**src/rtl/pwm_prescaled.sv**
```systemverilog
module pwm_prescaled #(
  parameter int NUM_CH = 2,
  parameter int PRE_W  = 6,
  parameter int PER_W  = 10,
  parameter int DW     = 32,
  parameter int AW     = 5
) (
  input  logic              clk,
  input  logic              rst_n,
  input  logic              bus_wr,
  input  logic [AW-1:0]     bus_addr,
  input  logic [DW-1:0]     bus_wdata,
  output logic [DW-1:0]     bus_rdata,
  input  logic [NUM_CH-1:0] ch_en,
  output logic [NUM_CH-1:0] pwm_out
);
  localparam int STOP_BIT = PRE_W;
  localparam int FULL_BIT = PER_W;

  logic [DW-1:0] ch_rd [NUM_CH];
  wire unused_bus = ^{bus_addr[1:0], bus_wdata[DW-1:FULL_BIT+1]};

  for (genvar c = 0; c < NUM_CH; c++) begin : g_ch
    logic [PRE_W-1:0] cfg_pre, act_pre, pre_cnt;
    logic [PER_W-1:0] cfg_dc, act_dc, cfg_pv, act_pv, per_cnt;
    logic             cfg_stop, cfg_full, act_full, run;

    wire hit  = (bus_addr[AW-1] == 1'(c));
    wire tick = run && (pre_cnt == act_pre);
    wire wrap = tick && (per_cnt == act_pv);

    always_ff @(posedge clk) begin
      if (!rst_n) begin
        cfg_pre  <= '0;
        cfg_stop <= 1'b0;
        cfg_dc   <= '0;
        cfg_full <= 1'b0;
        cfg_pv   <= '0;
      end else if (bus_wr && hit) begin
        case (bus_addr[3:2])
          2'd0: begin
            cfg_pre  <= bus_wdata[PRE_W-1:0];
            cfg_stop <= bus_wdata[STOP_BIT];
          end
          2'd1: begin
            cfg_dc   <= bus_wdata[PER_W-1:0];
            cfg_full <= bus_wdata[FULL_BIT];
          end
          2'd2: cfg_pv <= bus_wdata[PER_W-1:0];
          default: ;
        endcase
      end
    end

    always_ff @(posedge clk) begin
      if (!rst_n) begin
        run      <= 1'b0;
        pre_cnt  <= '0;
        per_cnt  <= '0;
        act_pre  <= '0;
        act_dc   <= '0;
        act_pv   <= '0;
        act_full <= 1'b0;
      end else if (!run || wrap) begin
        pre_cnt <= '0;
        per_cnt <= '0;
        run     <= ch_en[c];
        if (ch_en[c]) begin
          act_pre  <= cfg_pre;
          act_dc   <= cfg_dc;
          act_pv   <= cfg_pv;
          act_full <= cfg_full;
        end
      end else if (!ch_en[c] && cfg_stop) begin
        run <= 1'b0;
      end else begin
        pre_cnt <= tick ? '0 : pre_cnt + 1'b1;
        if (tick) per_cnt <= per_cnt + 1'b1;
      end
    end

    assign pwm_out[c] = run && (act_full || (per_cnt < act_dc));

    always_comb begin
      ch_rd[c] = '0;
      if (hit) begin
        case (bus_addr[3:2])
          2'd0: ch_rd[c] = DW'({cfg_stop, cfg_pre});
          2'd1: ch_rd[c] = DW'({cfg_full, cfg_dc});
          2'd2: ch_rd[c] = DW'(cfg_pv);
          default: ch_rd[c] = '0;
        endcase
      end
    end
  end

  always_comb begin
    bus_rdata = '0;
    for (int i = 0; i < NUM_CH; i++) bus_rdata = bus_rdata | ch_rd[i];
  end
endmodule

```
**config.mk**
```make
export PLATFORM = sky130hd
export DESIGN_NAME = pwm_prescaled
export DESIGN_NICKNAME = d
export VERILOG_FILES = /design/src/rtl/pwm_prescaled.sv
export SDC_FILE = /design/constraint.sdc
export NUM_CORES = 1
export LEC_CHECK = 0
export BUFFER_PORTS_ARGS = -buffer_cell sky130_fd_sc_hd__buf_4
export CORE_MARGIN = 3
export CORE_UTILIZATION = 64
export CTS_CLUSTER_SIZE = 28
export DETAILED_ROUTE_END_ITERATION = 8
export PLACE_DENSITY_LB_ADDON = 0.12
export RECOVER_POWER = 100
export SETUP_SLACK_MARGIN = 0.5
export SYNTH_ARGS = -nofsm -noshare
export SYNTH_HDL_FRONTEND = slang
export SYNTH_SLANG_ARGS = --single-unit
export TNS_END_PERCENT = 1
```
**constraint.sdc**
```tcl
create_clock -name clk -period 3.4 [get_ports clk]
set_clock_uncertainty 0.2 [all_clocks]
set_input_delay 0.17 -clock clk [delete_from_list [all_inputs] [get_ports clk]]
set_output_delay 0.17 -clock clk [all_outputs]
set_load 0.02 [all_outputs]
```
==> results.json <==
{
  "syn_area_um2": 7163,
  "final_cell_area_um2": 8000,
  "synth.distinct_cells": 43,
  "boundaryPins": 76,
  "multi_input_area_um2": 3846,
  "n_antenna_cell": 0,
  "min_path_type": "primary input to register",
  "path_cells": "clkbuf_1 -> or2_0 -> nor2_1 -> a21oi_1 -> o21ai_0 -> a21oi_1 -> clkbuf_1",
  "grt-ovfl-total": 0,
  "critPathArrivalTime_ns": 2.55,
  "syn_avg_cell_area_um2": 8.085,
  "clk_path_buf_depth": 2,
  "power_switching_w": 0.0009579,
  "slew_headroom": 0.1426,
  "max_freq_mhz": 341.9,
  "clockRootBuffer": "clkbuf_8",
  "crit_type": "primary input to output pin",
  "grt_max_degree": 86,
  "cpMaxStageDelayCell": "clkbuf_1",
  "setup_slack_ns": 0.4755,
  "cts_buffers": 17,
  "ys_warn_count": 0,
  "start_util": 0.6757,
  "worstPathRequired_ns": 3.03,
  "nFillCells": 796,
  "maxCapViolCount": 0,
  "syn-instance-count": 886,
  "cts_setup_buffers": 0,
  "vias": 6069,
  "final_max_slew_viol_count": 0,
  "irDropWorstVdd_v": 0.0004135,
  "port_buffers": 31,
  "p_seq_frac": 0.432,
  "period_needed_ns": 2.925,
  "drtIter0Drc": 587,
  "grt_pass1_wl_um": 28520,
  "nNetsFinal": 970,
  "worst-path-buf-inv": 2,
  "powerDensity_nw_per_um2": 503.2,
  "final_common_cell": "nand2_1",
  "die-area_um2": 12500,
  "finalHoldViolCount": 0,
  "core_area_um2": 10600,
  "register_area_um2": 2883,
  "rsz0062_at_grt": "false",
  "final_cell_mix": "202 x nand2_1, 144 x dfxtp_1, 59 x nor2_1, 50 x o21ai_0, 50 x a21boi_0",
  "ff2ff_setup_slack_ns": 0.66,
  "grt_usage": 0.2859,
  "clkPwrFrac": 0.483,
  "die_h_um": 111.8,
  "cts.sinks": 144,
  "cts_tree": "done",
  "dpl_worst_slack_ns": 1.078,
  "slowest_delay_ns": 0.92,
  "cp_top_family": "buffers and inverters",
  "internal-power_w": 0.003068,
  "antenna_found_initial": 0,
  "setup_viol": 0,
  "grt_pass1_vias": 5727,
  "worst_pin_slew_ns": 1.286,
  "cp_max_fo": 25,
  "vias_per_cell": 5.753,
  "clock_latency_ns": 0.54,
  "critPathCaptureType": "output pin",
  "wl_per_cell_um": 16.62,
  "fin_crit_sh": 0.8602,
  "drive_above_1_share": 0.06202,
  "place.gp.congestion": 0.9298,
  "ant_nets": 0,
  "ys_seq_area_frac": 0.4024,
  "power_frac_comb": 0.085,
  "hpwl_um": 11880,
  "path_clk_slew_ns": 0.06,
  "final.setup.tns_ns": 0,
  "h-tree-depth": 4,
  "drtPass1Iterations": 5,
  "p_sw_frac": 0.2380,
  "run_status": "finished, final reports clean",
  "ys_seq_elements": 144,
  "rows": 37,
  "p_leak_nw": 2.956,
  "die_w_um": 111.8,
  "drt-total-wl_um": 17530,
  "drc": 0,
  "areaGrowthSynthToFinish_pct": 11.69,
  "detailed_place.area_um2": 7302,
  "crit_path_start_kind": "primary input"
}
[per-layer routing]
| metal | global-route usage | vias to the layer above | share of wire |
|---|---|---|---|
| met5 | 0 | - | 0 |
| met4 | 0.09813 | 0 | 0.028 |
| met3 | 0.07609 | 48 | 0.073 |
| met2 | 0.4325 | 235 | 0.44 |
| met1 | 0.3963 | 2837 | 0.45 |
| li1 | - | 2949 | - |
[synthesized netlist by cell type]
cell	count	area [um2]
and3_1	7	43.79
and4_1	2	17.52
clkbuf_8	2	27.53
nand4_1	14	87.58
mux2i_1	44	440.4
or3b_4	1	11.26
o211ai_2	1	12.51
and2_1	1	6.260
nand3b_1	3	22.52
nand2_1	202	758.2
a21boi_0	50	375.4
dlygate4sd3_1	1	10.01
nor2_2	1	6.260
a21o_1	4	30.03
a21oi_1	40	200.2
xnor2_1	26	227.7
o21ai_1	4	20.02
nor4_1	4	25.02
clkbuf_2	2	10.01
buf_2	6	30.03
nor3_1	10	50.05
xor2_1	29	254.0
or2b_1	1	7.510
or3_1	2	12.51
conb_1	1	3.750
ha_1	22	275.3
inv_1	28	105.1
nand3_1	38	190.2
or2_2	1	6.260
nor2_1	58	217.7
a22oi_1	3	22.52
a221oi_1	3	26.28
nor4b_1	1	8.760
a211oi_1	1	7.510
nor2b_1	15	93.84
o21ai_0	46	230.2
nand2b_1	7	43.79
buf_6	3	33.78
nor3b_1	1	7.510
dfxtp_1	144	2883
buf_4	24	180.2
clkbuf_1	32	120.1
o31ai_4	1	21.27
[kinds of logic after synthesis]
logic type	Yosys count	synth area share
compound gates	153	0.1321
xor+xnor	55	0.06725
fa+ha+maj	22	0.03843
buf+inv	98	0.07214
flops	144	0.4024
mux	44	0.06148
other cells	1	0.0005235
simple gates	369	0.2257
[sequential cells by signal, indices dropped and copies added (netlist names)]
register       flops
g_ch.act_dc       20
g_ch.cfg_full      2
g_ch.act_full      2
g_ch.cfg_pv       20
g_ch.per_cnt      20
g_ch.run           2
g_ch.pre_cnt      12
g_ch.act_pre      12
g_ch.act_pv       20
g_ch.cfg_dc       20
g_ch.cfg_pre      12
g_ch.cfg_stop      2
[power by group through the flow]
stage / Sequential (W) / Clock [W] / Combinational [W]
floorplan: 0.00177 / 0 / 0.000274
global placement: 0.00178 / 0 / 0.000323
detailed placement: 0.00178 / 0 / 0.000330
CTS: 0.00174 / 0.00195 / 0.000346
global route: 0.00174 / 0.00203 / 0.000371
finish: 0.00174 / 0.00194 / 0.000342
[final cells by class]
type,count,area share
Clock inverter,7,0.01533
Timing Repair Buffer,51,0.04614
Multi-Input combinational cell,664,0.4808
Clock buffer,25,0.06303
Sequential cell,144,0.3603
Inverter,28,0.01314
Tap cell,136,0.02127
[per-stage QoR]
step                power, W    util  cells  hold slack (ns)
finish              0.004025  0.7546   1055          0.01943
global placement    0.002098  0.6888   1009           0.2075
detailed placement  0.002107  0.6888   1009           0.2326
floorplan           0.002040       -    906          0.07862
global route        0.004148  0.7546   1055          0.04485
CTS                 0.004040  0.7611   1055          0.01695
[repair_timing]
item | 4_1_cts | 5_1_grt
gates resized for setup | 0 | 0
hold endpoints to repair | 63 | 0
hold buffers | 14 | 0
[final timing paths]
| check | to | startpoint | depth (start not counted) |
|---|---|---|---|
| worst min register to register | g_ch[1].act_dc[9] | g_ch[1].act_dc[9] | 2 |
| worst min-delay path | g_ch[1].act_full | rst_n | 3 |
| worst max register to register | g_ch[0].act_pre[2] | g_ch[0].per_cnt[5] | 7 |
| worst max-delay path | bus_rdata[6] | bus_addr[3] | 7 |
[worst reg2reg max path, cell delays in order (launching register included)]
cell and delay [ns]:
dfxtp_1 0.37, xor2_1 0.18, nor4_1 0.34, nand4_1 0.25, o31ai_4 0.26, clkbuf_2 0.69
nand3_1 0.21, o21ai_0 0.15
No activity file was read; power rests on OpenSTA's default activity.
